`config.mk`:
```
export PLATFORM = sky130hd
export DESIGN_NAME = prio_irq_ctrl
export DESIGN_NICKNAME = d
export VERILOG_FILES = /design/src/rtl/irqc_pkg.sv /design/src/rtl/irqc_src_reg.sv /design/src/rtl/irqc_arbiter.sv /design/src/rtl/prio_irq_ctrl.sv
export SDC_FILE = /design/constraint.sdc
export NUM_CORES = 1
export LEC_CHECK = 0
export BUFFER_PORTS_ARGS = -buffer_cell sky130_fd_sc_hd__clkbuf_2
export CAP_MARGIN = 20
export CORE_UTILIZATION = 43
export DETAILED_ROUTE_END_ITERATION = 10
export GPL_TIMING_DRIVEN = 1
export PLACE_DENSITY_LB_ADDON = 0.1
export SLEW_MARGIN = 10
export SYNTH_ARGS = -nofsm -noshare
export SYNTH_HDL_FRONTEND = slang
export SYNTH_SLANG_ARGS = --single-unit
```
`constraint.sdc`:
```
create_clock -name clk -period 25.4 [get_ports clk]
set_input_delay 7.62 -clock clk [delete_from_list [all_inputs] [get_ports clk]]
set_output_delay 7.62 -clock clk [all_outputs]
set_load 0.005 [all_outputs]
```
`src/rtl/irqc_pkg.sv`:
```
package irqc_pkg;
  localparam int CTL_W    = 8;
  localparam int LVL_W    = 3;
  localparam int FLAG_POS = 7;
  localparam int MASK_POS = 6;
  localparam logic [CTL_W-1:0] CTL_RESET = 8'h47;

  typedef struct packed {
    logic             flag;
    logic             mask;
    logic [LVL_W-1:0] lvl;
  } ctl_t;

  function automatic logic [CTL_W-1:0] ctl_pack(ctl_t c);
    return {c.flag, c.mask, 3'b000, c.lvl};
  endfunction

  function automatic ctl_t ctl_unpack(logic [CTL_W-1:0] b);
    ctl_t c;
    c.flag = b[FLAG_POS];
    c.mask = b[MASK_POS];
    c.lvl  = b[LVL_W-1:0];
    return c;
  endfunction
endpackage

```
`src/rtl/irqc_src_reg.sv`:
```
module irqc_src_reg
  import irqc_pkg::*;
(
  input  logic             clk,
  input  logic             rst_n,
  input  logic             wr_byte,
  input  logic             wr_bit,
  input  logic [2:0]       bitsel,
  input  logic [CTL_W-1:0] wdata,
  input  logic             hw_set,
  input  logic             ack_clr,
  output ctl_t             ctl_q,
  output ctl_t             ctl_d
);
  logic sw_flag_wr;

  assign sw_flag_wr = wr_byte || (wr_bit && bitsel == 3'(FLAG_POS));

  always_comb begin
    ctl_d = ctl_q;
    if (wr_byte) begin
      ctl_d = ctl_unpack(wdata);
    end else if (wr_bit) begin
      case (bitsel)
        3'd7:    ctl_d.flag   = wdata[0];
        3'd6:    ctl_d.mask   = wdata[0];
        3'd2:    ctl_d.lvl[2] = wdata[0];
        3'd1:    ctl_d.lvl[1] = wdata[0];
        3'd0:    ctl_d.lvl[0] = wdata[0];
        default: ;
      endcase
    end
    if (ack_clr && !sw_flag_wr) ctl_d.flag = 1'b0;
    if (hw_set)                 ctl_d.flag = 1'b1;
  end

  always_ff @(posedge clk or negedge rst_n) begin
    if (!rst_n) ctl_q <= ctl_unpack(CTL_RESET);
    else        ctl_q <= ctl_d;
  end

  // a hardware pulse always leaves the flag set
  a_r10_set_wins: assert property (@(posedge clk) disable iff (!rst_n)
    hw_set |=> ctl_q.flag);
  // an acknowledge with no competing set or write clears the flag
  a_r9_ack_clears: assert property (@(posedge clk) disable iff (!rst_n)
    (ack_clr && !hw_set && !sw_flag_wr) |=> !ctl_q.flag);
  // a pending flag survives regardless of mask until cleared
  a_r4_flag_holds: assert property (@(posedge clk) disable iff (!rst_n)
    (ctl_q.flag && !ack_clr && !sw_flag_wr) |=> ctl_q.flag);
endmodule

```
`src/rtl/irqc_arbiter.sv`:
```
module irqc_arbiter #(
  parameter int NUM_SRC = 8,
  parameter int LVL_W   = 3,
  localparam int IW     = (NUM_SRC > 1) ? $clog2(NUM_SRC) : 1
) (
  input  logic [NUM_SRC-1:0]            elig,
  input  logic [NUM_SRC-1:0][LVL_W-1:0] lvl,
  output logic                          any,
  output logic [IW-1:0]                 idx
);
  logic [LVL_W:0] best;

  always_comb begin
    best = {1'b1, {LVL_W{1'b0}}};
    any  = 1'b0;
    idx  = '0;
    for (int i = 0; i < NUM_SRC; i++) begin
      if (elig[i] && ({1'b0, lvl[i]} < best)) begin
        best = {1'b0, lvl[i]};
        idx  = IW'(i);
        any  = 1'b1;
      end
    end
  end
endmodule

```
`src/rtl/prio_irq_ctrl.sv`:
```
module prio_irq_ctrl
  import irqc_pkg::*;
#(
  parameter int NUM_SRC = 8,
  localparam int AW     = (NUM_SRC > 1) ? $clog2(NUM_SRC) : 1,
  localparam int IW     = AW
) (
  input  logic               clk,
  input  logic               rst_n,
  input  logic               bus_en,
  input  logic               bus_we,
  input  logic               bus_bit,
  input  logic [AW-1:0]      bus_addr,
  input  logic [2:0]         bus_bitsel,
  input  logic [7:0]         bus_wdata,
  output logic [7:0]         bus_rdata,
  input  logic [NUM_SRC-1:0] src_req,
  output logic               irq_valid,
  input  logic               irq_ready,
  output logic [IW-1:0]      irq_id
);
  ctl_t [NUM_SRC-1:0]            ctl_q, ctl_d;
  logic [NUM_SRC-1:0]            elig_q, elig_d;
  logic [NUM_SRC-1:0][LVL_W-1:0] lvl_d;
  logic                          ack, any_d, reload;
  logic [IW-1:0]                 idx_d;
  logic [CTL_W-1:0]              rd_byte;

  assign ack = irq_valid && irq_ready;

  for (genvar i = 0; i < NUM_SRC; i++) begin : g_src
    logic sel;
    assign sel = bus_en && bus_we && (bus_addr == AW'(i));
    irqc_src_reg u_reg (
      .clk     (clk),
      .rst_n   (rst_n),
      .wr_byte (sel && !bus_bit),
      .wr_bit  (sel && bus_bit),
      .bitsel  (bus_bitsel),
      .wdata   (bus_wdata),
      .hw_set  (src_req[i]),
      .ack_clr (ack && (irq_id == IW'(i))),
      .ctl_q   (ctl_q[i]),
      .ctl_d   (ctl_d[i])
    );
    assign elig_q[i] = ctl_q[i].flag && !ctl_q[i].mask;
    assign elig_d[i] = ctl_d[i].flag && !ctl_d[i].mask;
    assign lvl_d[i]  = ctl_d[i].lvl;
  end

  irqc_arbiter #(.NUM_SRC(NUM_SRC), .LVL_W(LVL_W)) u_arb (
    .elig (elig_d),
    .lvl  (lvl_d),
    .any  (any_d),
    .idx  (idx_d)
  );

  always_comb begin
    rd_byte = '0;
    for (int i = 0; i < NUM_SRC; i++)
      if (bus_addr == AW'(i)) rd_byte = ctl_pack(ctl_q[i]);
    if (bus_bit) bus_rdata = {7'b0, rd_byte[bus_bitsel]};
    else         bus_rdata = rd_byte;
  end

  assign reload = !irq_valid || irq_ready || !elig_d[irq_id];

  always_ff @(posedge clk or negedge rst_n) begin
    if (!rst_n) begin
      irq_valid <= 1'b0;
      irq_id    <= '0;
    end else if (reload) begin
      irq_valid <= any_d;
      irq_id    <= idx_d;
    end
  end

  // the presented request mirrors the eligible set in the registers
  a_r7_valid_matches: assert property (@(posedge clk) disable iff (!rst_n)
    irq_valid == (|elig_q));
  // only a pending, unmasked source is ever presented
  a_r4_presented_eligible: assert property (@(posedge clk) disable iff (!rst_n)
    irq_valid |-> elig_q[irq_id]);
  // a stalled, still eligible choice is held
  a_r8_hold: assert property (@(posedge clk) disable iff (!rst_n)
    (irq_valid && !irq_ready && elig_d[irq_id]) |=> ($stable(irq_id) && irq_valid));
  // reserved bits read as zero on byte reads
  a_r2_reserved_zero: assert property (@(posedge clk) disable iff (!rst_n)
    !bus_bit |-> (bus_rdata[5:3] == 3'b000));
endmodule

```
Word level (Yosys, flattened, before mapping)
Index checks and enable logic that the tools add are counted.
{"block": "word_totals", "regBits": 44, "elab_cells": 257, "output_inout_bits": 12, "input_bits": 28}
{"block": "op_classes", "reduce_logical": 97, "n_mux": 107, "eq_ne": 18, "magnitude_cmp": 9}
{"op": "2-to-1 mux 5 bit", "n": 16}
{"op": "2-to-1 mux 8 bit", "n": 9}
{"op": "2-to-1 mux 1 bit", "n": 67}
{"op": "logical AND 1 bit", "n": 65}
{"op": "equality test 3 bit (second input constant)", "n": 10}
{"op": "less-than comparator 3 x 4 -> 1 bit", "n": 7}
{"op": "2-to-1 mux 4 bit", "n": 7}
{"op": "zero test 1 bit", "n": 19}
{"op": "equality test 3 x 2 -> 1 bit (second input constant)", "n": 5}
{"op": "2-to-1 mux 3 bit", "n": 4}
{"op": "logical OR 1 bit", "n": 10}
{"op": "equality test 3 x 1 -> 1 bit (second input constant)", "n": 3}
{"op": "zero test 3 bit", "n": 3}
{"op": "less-than comparator 3 x 4 -> 1 bit (second input constant)", "n": 2}
{"op": "binary-select mux 1 bit (select 3 bit)", "n": 2}
{"op": "2-to-1 mux 2 bit", "n": 2}

Longest topological paths before layout
Gate-level depths: netlist of run 1.
{"block": "logic_depth", "ltp_word": 32, "ltp_mapped": 51, "depth_no_buf": 49}

Modules after synthesis
A second synthesis of run 1 with hierarchy kept.
{"block": "unflattened", "cells_unflattened": 493, "hier_area_um2": 4365.4}
{"module": "irqc_src_reg", "area_each_um2": 290.3, "seq_area_each_um2": 130.1, "instances": 8, "cells_each": 26}
{"module": "prio_irq_ctrl", "area_each_um2": 1068.5, "seq_area_each_um2": 100.1, "instances": 1, "cells_each": 151}
{"module": "irqc_arbiter", "area_each_um2": 974.7, "seq_area_each_um2": 0.0, "instances": 1, "cells_each": 134}

Worst setup path after synthesis of run 1
No wires, ideal clock.
{"block": "synth_timing", "path_kind": "input -> output", "startpoint": "input bus_addr[0]", "endpoint": "output bus_rdata[0]", "cell_stages": 8, "arrival_time_ns": 9.446, "required_ns": 17.780, "slack_ns": 8.334, "cell_sequence": "clkbuf_1 buf_1 mux4_2 mux2i_1 o31ai_1 a22o_1 nand2_1 o21ai_0"}
{"block": "synth_via", "elab_chain_len": 12, "elab_cells_between_ends": 19, "classes_between": "7 x eq/ne; 11 x mux; 1 x reduce/logical"}
{"element": "start, declared", "line": "prio_irq_ctrl.sv:13", "source": "input logic [AW-1:0] bus_addr,"}
{"element": "zero test 3 bit", "line": "prio_irq_ctrl.sv:61", "source": "if (bus_addr == AW'(i)) rd_byte = ctl_pack(ctl_q[i]);"}
{"element": "2-to-1 mux 8 bit (7 in series)", "line": "prio_irq_ctrl.sv:61"}
{"element": "2-to-1 mux 8 bit *", "line": "prio_irq_ctrl.sv:61"}
{"element": "binary-select mux 1 bit (select 3 bit)", "line": "prio_irq_ctrl.sv:62", "source": "if (bus_bit) bus_rdata = {7'b0, rd_byte[bus_bitsel]};"}
{"element": "2-to-1 mux 1 bit (not written as such)", "line": "prio_irq_ctrl.sv:62"}
{"element": "2-to-1 mux 8 bit *", "line": "prio_irq_ctrl.sv:62"}
{"element": "end, declared", "line": "prio_irq_ctrl.sv:16", "source": "output logic [7:0] bus_rdata,"}
Mark *: on every way between the ends. The rest lies on a longest branch, timed or not. The select of a mux whose other input is x is not followed.

==> results.toml, run 1 <==
[outcome]
outcome = "completed"

[global_routing]
antenna_found_initial = 0
first_global_vias = 3835
grtUsageTotal = 0.268
grt_pass1_wl_um = 20400
overflow = 0
grt_max_degree = 46

[hold_path]
holdCritStartpoint = "g_src[7].u_reg.ctl_q[0]$_DFF_PN1_"
hold_path.class = "flip-flop to flip-flop"

[logic_synthesis]
synth_edf_count = 0
synth_warnings = 0
synthCells = 479
yosysTopAreaCell = "dfstp_2"
synth_top_area_share = 0.207
synthArstFlopShare = 1.00
synth-seq-area-share = 0.281
synthTopCellsByArea = "dfstp_2 21%, dfrtp_1 7.4%, a21oi_1 6.5%"
syn_area_per_cell_sq_um = 8.49
ys.flop_type = "dfstp_2"
ys_ff_latch = 44
synth_cell_type_count = 76
syn-cell-area_sq_mm = 0.00407

[timing]
fmax_mhz = 54.0
setup_ws_ns = 6.89
finalSetupViolCount = 0
rsz0062_at_grt = "false"
fin_setup_tns_ns = 0
fin_skew_ns = 0.00602
hold_violations = 0
slew-limit-headroom = 0.522
worst_pin_slew_ns = 0.717
min_period_ns = 18.51
period_share = 0.729
holdWs_ns = 0.540
slew_viol_final = 0

[placement]
globalplace.congestion = 0.835
hpwlAfterDp_um = 9370
portBuffers = 33
pre_cts_ws_ns = 6.68

[critical_path]
crit_buf_inv = 4
crit_family = "compound AO/OA/AOI/OAI gates"
startpoint_type = "input pin"
setup.worst_path.start = "bus_addr[0]"
cpMaxStageDelayCell = "nor3_2"
end_kind = "flip-flop"
crit_required_ns = 25.63
r2r-start = "irq_id[1]$_DFFE_PN0P_"
path_class = "input pin to flip-flop"
arrival_ns = 18.74
critPathMaxFanout = 26
max_stage_delay_ns = 0.64
cp_common_cell = "ha_1"

[pwr]
cellPowerDensity_mw_per_mm2 = 57.6
max-vdd-ir-drop_uv = 21.4
fin_total_pwr_uw = 250
leakagePower_nw = 1.67

[finish]
syn2layout_area_growth_pct = 6.92
register_area_sq_mm = 0.00114
drive_above_1_share = 0.227
antenna_cells = 0
design.final.nets = 534
post-route-util = 0.473
multi_input_area_sq_mm = 0.00270
fillers = 911

[clocking]
cts_setup_buffers = 0
postCtsHoldBufs = 0
cts_resized = 0
htreeDepth = 2
clk_pin_slew_worst_paths_ns = 0.09
clock_path_buffers = 2
cts_root_buffer = "clkbuf_8"
cts_sinks = 44
cts_buffers = 5
cts_tree = "done"
clk_latency_ns = 0.30

[die]
core-area_sq_mm = 0.00920
io_pins = 40
num_rows = 35
die_w_um = 99.3
die_area_sq_mm = 0.00985
start_util = 0.442
die_h_um = 99.3

[drt]
drc = 0
drtIter0Drc = 258
vias = 3879
vias_per_cell = 6.42
wl_per_cell_um = 20.9
drtPass1Iterations = 5
drt-total-wl_um = 12600
ant_nets = 0

[run]
drv_cap = 0
layout make-up:
| class | count | share of cell area |
|---|---|---|
| clock buffer | 6 | 0.0167 |
| multi-input combinational | 385 | 0.621 |
| clock inverter | 2 | 0.00806 |
| timing repair buffer | 36 | 0.0432 |
| tap | 111 | 0.0319 |
| sequential | 44 | 0.262 |
| inverter | 20 | 0.0173 |
metal layers:
metal | track usage | vias to the layer above | part of all wire
met2 | 0.449 | 127 | 0.47
met3 | 0.0267 | 25 | 0.033
met4 | 0.110 | 0 | 0.026
met1 | 0.355 | 1874 | 0.47
met5 | 0 | - | 0
li1 | - | 1853 | -
final timing paths:
check | end | slack [ns] | depth (start not counted)
max in group asynchronous | g_src[3].u_reg.ctl_q[2]$_DFF_PN1_ | 17.58 | 2
setup reg to reg | irq_id[2]$_DFFE_PN0P_ | 14.44 | 46
hold reg to reg | g_src[7].u_reg.ctl_q[0]$_DFF_PN1_ | 0.54 | 2
hold / removal | g_src[7].u_reg.ctl_q[0]$_DFF_PN1_ | 0.54 | 2
setup / recovery | irq_id[2]$_DFFE_PN0P_ | 6.89 | 47
min in group asynchronous | g_src[0].u_reg.ctl_q[4]$_DFF_PN0_ | 7.39 | 2
kinds of logic (layout without fill, tap and decap cells):
kind of cell / after synthesis / in the layout / share of synthesized area
other: 1 / 3 / 0.000922
adders and majority gates: 14 / 14 / 0.0431
buffers and inverters: 52 / 64 / 0.0578
muxes: 29 / 29 / 0.110
DFF: 44 / 44 / 0.281
and+or+nand+nor: 150 / 150 / 0.190
AOI/OAI and AO/OA: 189 / 189 / 0.318
worst reg2reg max path: cells and delay by family (launching register included):
kind | cells | cell delay, ns
AOI/OAI and AO/OA | 20 | 4.28
and+or+nand+nor | 13 | 3.13
adders and majority gates | 7 | 1.89
muxes | 3 | 0.89
DFF | 1 | 0.53
buffers and inverters | 3 | 0.20
Yosys cell counts, types with 3 or more instances:
library cell / number
nand2b_1: 9
inv_1: 19
buf_4: 4
and3b_1: 4
and3_1: 4
ha_1: 14
o311a_1: 3
o31ai_1: 11
nor2b_1: 5
or2_2: 4
a22oi_1: 5
mux4_2: 10
nor3b_1: 3
nor3_1: 13
nand4_1: 4
a211oi_1: 12
mux2_2: 3
o211ai_1: 3
o32ai_1: 5
nor2_1: 39
mux2i_1: 12
o21a_1: 8
dfrtp_1: 12
o22ai_1: 21
a21oi_1: 53
buf_1: 3
o21ai_0: 28
dfstp_2: 32
a31oi_1: 3
a21o_1: 7
nand3_1: 14
a2111oi_0: 3
clkbuf_1: 15
nand2_1: 36
buf_2: 8
power by group:
part / internal [mW] / total [mW] / switching (mW) / leakage (nW)
clock: 0.0293 / 0.0559 / 0.0266 / 0.0552
sequential: 0.0804 / 0.0917 / 0.0113 / 0.447
combinational: 0.0423 / 0.103 / 0.0604 / 1.17
registers in the layout, summed over array words and instances (netlist names):
register,cells
g_src.u_reg.ctl_q,40
irq_id,3
irq_valid,1
placed cells by master, fill, tap and decap left out, types with 4 or more instances in the layout:
master,instances
o32ai_1,5
ha_1,14
a21oi_1,53
nor2_1,39
mux4_2,10
or2_2,4
nand2_1,36
nand4_1,4
mux2i_1,12
dfrtp_1,12
o31ai_1,11
dfstp_2,32
inv_1,19
and3_1,4
nand3_1,14
clkbuf_2,33
o21a_1,8
o21ai_0,28
a22oi_1,5
nand2b_1,9
o22ai_1,21
clkbuf_8,5
a21o_1,7
nor2b_1,5
nor3_1,13
a211oi_1,12
and3b_1,4
per-stage QoR:
stage,area [sq um],cells
after floorplan,4080,481
after global placement,4240,596
after detailed placement,4240,596
after CTS,4350,604
after global routing,4350,604
final,4350,604
Power figures use the tool's default switching activity.
==> inputs of run 2 (changes only) <==
--- a/config.mk
+++ b/config.mk
@@ -5,6 +5,7 @@
 export SDC_FILE = /design/constraint.sdc
 export NUM_CORES = 1
 export LEC_CHECK = 0
+export ABC_AREA = 1
 export BUFFER_PORTS_ARGS = -buffer_cell sky130_fd_sc_hd__clkbuf_2
 export CAP_MARGIN = 20
 export CORE_UTILIZATION = 43
==> constraint.sdc (replaced) <==
create_clock -name clk -period 18.7 [get_ports clk]
set_input_delay 5.61 -clock clk [delete_from_list [all_inputs] [get_ports clk]]
set_output_delay 5.61 -clock clk [all_outputs]
set_load 0.005 [all_outputs]
==> results.toml, run 2 <==
[finish]
syn2layout_area_growth_pct = 9.83
top_regs = "g_src.u_reg.ctl_q: 40 flops, irq_id: 3 flops, irq_valid: 1 flops"
final_cell_mix = "128 x nand2_1, 89 x inv_1, 74 x o21ai_0"
fin_cells = 719
register_area_sq_mm = 0.00114
top_register = "g_src.u_reg.ctl_q"
final_common_cell = "nand2_1"
multi_input_area_sq_mm = 0.00232
largest_register_ffs = 40
fillers = 920
drive_above_1_share = 0.196
antenna_cells = 0
design.final.nets = 652

[die]
io_pins = 40
die_area_sq_mm = 0.00938
die_w_um = 96.9
core-area_sq_mm = 0.00872
die_h_um = 96.9
start_util = 0.444
num_rows = 34

[timing]
worst_pin_slew_ns = 0.977
rsz0062_at_grt = "false"
finalSetupViolCount = 0
slew_viol_final = 0
fin_setup_tns_ns = 0
fin_skew_ns = 0.0184
holdWs_ns = 0.535
period_share = 0.714
fmax_mhz = 74.9
min_period_ns = 13.35
hold_violations = 0
slew-limit-headroom = 0.348

[logic_synthesis]
ys.flop_type = "dfstp_2"
synth_xor_area_frac = 0
syn-cell-area_sq_mm = 0.00387
yosysMostFrequentCell = "nand2_1"
synthArstFlopShare = 1.00
synth_adder_area_share = 0.0453
synthTopCellsByCount = "128 x nand2_1, 89 x inv_1, 74 x o21ai_0, 46 x nor2_1, 32 x dfstp_2"
synthMuxAreaShare = 0
synth_top_area_share = 0.217
synth_top_family_by_area = "simple AND/OR/NAND/NOR gates"
synth_cell_type_count = 47
synth_edf_count = 0
synth_warnings = 0
synthTopCellsByArea = "dfstp_2 22%, nand2_1 12%, o21ai_0 9.6%"
ys_ff_latch = 44
synth_compound_area_frac = 0.260
synth_simple_gate_area_frac = 0.291
syn_area_per_cell_sq_um = 6.68
yosysTopAreaCell = "dfstp_2"
synthCells = 579
synth-seq-area-share = 0.295

[drt]
drtPass1Iterations = 5
drc = 0
vias = 4193
drt-total-wl_um = 13000
drtIter0Drc = 579
ant_nets = 0
wl_per_cell_um = 18.1
vias_per_cell = 5.83

[critical_path]
critPathMaxFanout = 9
path_class = "input pin to flip-flop"
startpoint_type = "input pin"
max_stage_delay_ns = 0.57
end_kind = "flip-flop"
cpMaxStageDelayCell = "nor2_1"
crit_required_ns = 18.95
arrival_ns = 13.60

[clocking]
clock_path_buffers = 2
cts_tree = "done"
clk_pin_slew_worst_paths_ns = 0.10
clk_latency_ns = 0.31
cts_setup_buffers = 0
cts_root_buffer = "clkbuf_8"
postCtsHoldBufs = 0
cts_sinks = 44
cts_buffers = 5
cts_resized = 0
htreeDepth = 2

[hold_path]
hold_path.class = "flip-flop to flip-flop"

[global_routing]
first_global_vias = 3917
antenna_found_initial = 1
grtUsageTotal = 0.285
overflow = 0
grt_pass1_wl_um = 20800
grt_max_degree = 45

[pwr]
cellPowerDensity_mw_per_mm2 = 140
max-vdd-ir-drop_uv = 76.0
leakagePower_nw = 2.00

[placement]
hpwlAfterDp_um = 9730
dp_cells = 711
portBuffers = 33
globalplace.congestion = 0.971

[outcome]
outcome = "completed"

[run]
drv_cap = 0
## run 2: layer usage
layer / share of wire / wire, um / track usage / up-vias
li1: - / - / - / 1991
met1: 0.44 / 5710 / 0.388 / 1954
met3: 0.091 / 1190 / 0.0600 / 27
met4: 0.020 / 255 / 0.0953 / 2
met5: 0.0038 / 50 / 0 / -
met2: 0.45 / 5810 / 0.450 / 219
## run 2: power by group
group	switching [mW]	leakage (nW)	internal, mW	total, mW
Combinational	0.236	1.49	0.130	0.366
Sequential	0.0160	0.449	0.130	0.146
Clock	0.0378	0.0614	0.0438	0.0816
Total	0.290	2.00	0.303	0.593
## run 2: final timing paths
path | start | to | slack, ns | cells after the start
max | bus_bitsel[1] | irq_id[2]$_DFFE_PN0P_ | 5.35 | 52
min | g_src[7].u_reg.ctl_q[3]$_DFF_PN1_ | g_src[7].u_reg.ctl_q[3]$_DFF_PN1_ | 0.54 | 2
max reg2reg | irq_id[0]$_DFFE_PN0P_ | irq_id[2]$_DFFE_PN0P_ | 11.57 | 48
min reg2reg | g_src[7].u_reg.ctl_q[3]$_DFF_PN1_ | g_src[7].u_reg.ctl_q[3]$_DFF_PN1_ | 0.54 | 2
max in group asynchronous | rst_n | g_src[3].u_reg.ctl_q[4]$_DFF_PN0_ | 12.90 | 2
min in group asynchronous | rst_n | g_src[1].u_reg.ctl_q[4]$_DFF_PN0_ | 5.38 | 2
## run 2: logic make-up (layout without fill, tap and decap cells)
group | count (synthesis) | in the layout
AOI/OAI and AO/OA | 164 | 164
DFF | 44 | 44
buffers and inverters | 108 | 138
other | 1 | 3
and+or+nand+nor | 248 | 248
adders and majority gates | 14 | 14
## run 2: through the flow
stage	instance area, sq um	utilization	power (mW)	setup slack, ns
floorplan	3880	-	0.424	6.29
global route	4250	0.487	0.658	4.49
detailed placement	4130	0.473	0.511	5.06
CTS	4250	0.487	0.594	5.37
finish	4250	0.487	0.593	5.35
global placement	4130	0.473	0.502	5.24
## run 2: cell type report
type,count,share of cell area
flip-flops and latches,44,0.268
clock inverters,2,0.00913
repair buffers,34,0.0406
well taps,108,0.0318
inverters,96,0.0851
clock buffers,6,0.0194
multi-input cells,429,0.545
## run 2: critical path, delay by kind of cell
kind / cells / cell delay (ns)
AOI/OAI and AO/OA: 10 / 2.31
adders and majority gates: 7 / 2.03
buffers and inverters: 9 / 1.10
and+or+nand+nor: 26 / 2.55
==> inputs of run 3 (changes only) <==
==> constraint.sdc (replaced) <==
create_clock -name clk -period 10.8 [get_ports clk]
set_input_delay 3.24 -clock clk [delete_from_list [all_inputs] [get_ports clk]]
set_output_delay 3.24 -clock clk [all_outputs]
set_load 0.005 [all_outputs]
==> results.toml, run 3 (same netlist as run 2, synthesis figures left out) <==
[outcome]
outcome = "completed"

[finish]
final_cell_mix = "128 x nand2_1, 89 x inv_1, 69 x o21ai_0"
syn2layout_area_growth_pct = 11.5
fin_cells = 731
antenna_cells = 0
final_common_cell = "nand2_1"
post-route-util = 0.495
drive_above_1_share = 0.210
top_register = "g_src.u_reg.ctl_q"
largest_register_ffs = 40
fin_area_sq_mm = 0.00432
top_regs = "g_src.u_reg.ctl_q: 40 flops, irq_id: 3 flops, irq_valid: 1 flops"
design.final.nets = 664
fillers = 895

[critical_path]
max_stage_delay_ns = 0.30
r2r-start = "irq_id[0]$_DFFE_PN0P_"
critPathMaxFanout = 7
reg2reg_depth = 48
cp_common_cell = "nand2_1"
crit_buf_inv = 4
worstReg2RegEnd = "irq_id[1]$_DFFE_PN0P_"
arrival_ns = 10.24
end_kind = "flip-flop"
setup.worst_path.start = "bus_addr[0]"
path_class = "input pin to flip-flop"
rrSetupSlack_ns = 3.84
startpoint_type = "input pin"
crit_family = "simple AND/OR/NAND/NOR gates"
cpMaxStageDelayCell = "a21oi_1"
crit_required_ns = 11.03

[placement]
globalplace.congestion = 1.00
dpl_cell_area_sq_mm = 0.00422
dp_cells = 723
hpwlAfterDp_um = 10300
portBuffers = 33

[pwr]
pwr-share-clk = 0.109
p_switching_uw = 503
leakagePower_nw = 2.04
swShare = 0.499
power_frac_seq = 0.251
max-vdd-ir-drop_uv = 180
cellPowerDensity_mw_per_mm2 = 233
p_int_uw = 505
combPwrFrac = 0.640

[die]
start_util = 0.444
die_w_um = 96.9
io_pins = 40
die_h_um = 96.9
num_rows = 34
core-area_sq_mm = 0.00872
die_area_sq_mm = 0.00938

[clocking]
htreeDepth = 2
cts_root_buffer = "clkbuf_8"
cts_tree = "done"
cts_sinks = 44
clock_path_buffers = 2
cts_buffers = 5
postCtsHoldBufs = 0
clk_pin_slew_worst_paths_ns = 0.09
clk_latency_ns = 0.30

[global_routing]
grt_pass1_wl_um = 20900
first_global_vias = 3962
grt_max_degree = 45
grtUsageTotal = 0.288
antenna_found_initial = 0
overflow = 0

[hold_path]
holdCritStartpoint = "g_src[3].u_reg.ctl_q[3]$_DFF_PN1_"
hold_end = "g_src[3].u_reg.ctl_q[3]$_DFF_PN1_"
holdPathStages = 2
hold_path.class = "flip-flop to flip-flop"

[drt]
vias = 4201
drc = 0
wl_per_cell_um = 18.3
drt-total-wl_um = 13400
drtIter0Drc = 360
vias_per_cell = 5.75
drtPass1Iterations = 5
ant_nets = 0

[timing]
hold_violations = 0
rsz0062_at_grt = "false"
finalSetupViolCount = 0
fin_skew_ns = 0.00709
min_period_ns = 10.01
fin_setup_tns_ns = 0
holdWs_ns = 0.532
worst_pin_slew_ns = 0.611
slew_viol_final = 0
period_share = 0.927
fmax_mhz = 99.9
slew-limit-headroom = 0.589

[run]
drv_cap = 0
## run 3: area by class of cell
type | instances | area, sq um | area share
flip-flops and latches | 44 | 1140 | 0.264
inverters | 96 | 362 | 0.0838
clock buffers | 8 | 90.1 | 0.0209
well taps | 108 | 135 | 0.0313
multi-input cells | 429 | 2330 | 0.539
repair buffers | 46 | 263 | 0.0609
## run 3: power by group through the flow
stage                     logic (mW)  registers (mW)  clock network, mW
after CTS                      0.640           0.251              0.113
after global routing           0.740           0.256              0.120
after floorplan                0.491           0.242                  0
after global placement         0.619           0.254                  0
final                          0.645           0.253              0.109
after detailed placement       0.635           0.254                  0
## run 3: worst min-delay path: stages, from the launching register on
cell,delay [ns]
dfstp_2,0.38
o21ai_0,0.07
a22oi_1,0.08
## run 3: how the worst max path moves through the flow
stage	end	slack [ns]	cells past startpoint
CTS	irq_id[1]$_DFFE_PN0P_	0.44	48
floorplan	irq_id[0]$_DFFE_PN0P_	1.41	51
global placement	irq_id[2]$_DFFE_PN0P_	0.35	49
global route	irq_id[2]$_DFFE_PN0P_	0.07	51
detailed placement	irq_id[2]$_DFFE_PN0P_	0.14	48
finish	irq_id[1]$_DFFE_PN0P_	0.79	52
## run 3: repair_timing
| item | CTS | global route |
|---|---|---|
| setup endpoints to repair | 0 | 3 |
| resized for setup | 0 | 7 |
| buffers inserted | 0 | 0 |
## run 3: metrics by stage
stage | setup WS, ns | power [mW]
floorplan | 1.41 | 0.733
global placement | 0.349 | 0.874
detailed placement | 0.144 | 0.889
CTS | 0.439 | 1.00
global route | 0.0708 | 1.12
finish | 0.786 | 1.01
## run 3: per-layer routing
metal  up-vias  share of wire  global-route usage
li1       2016              -                   -
met1      1948           0.45               0.407
met2       212           0.44               0.443
met3        25          0.095              0.0513
met4         0          0.022              0.0930
met5         -              0                   0
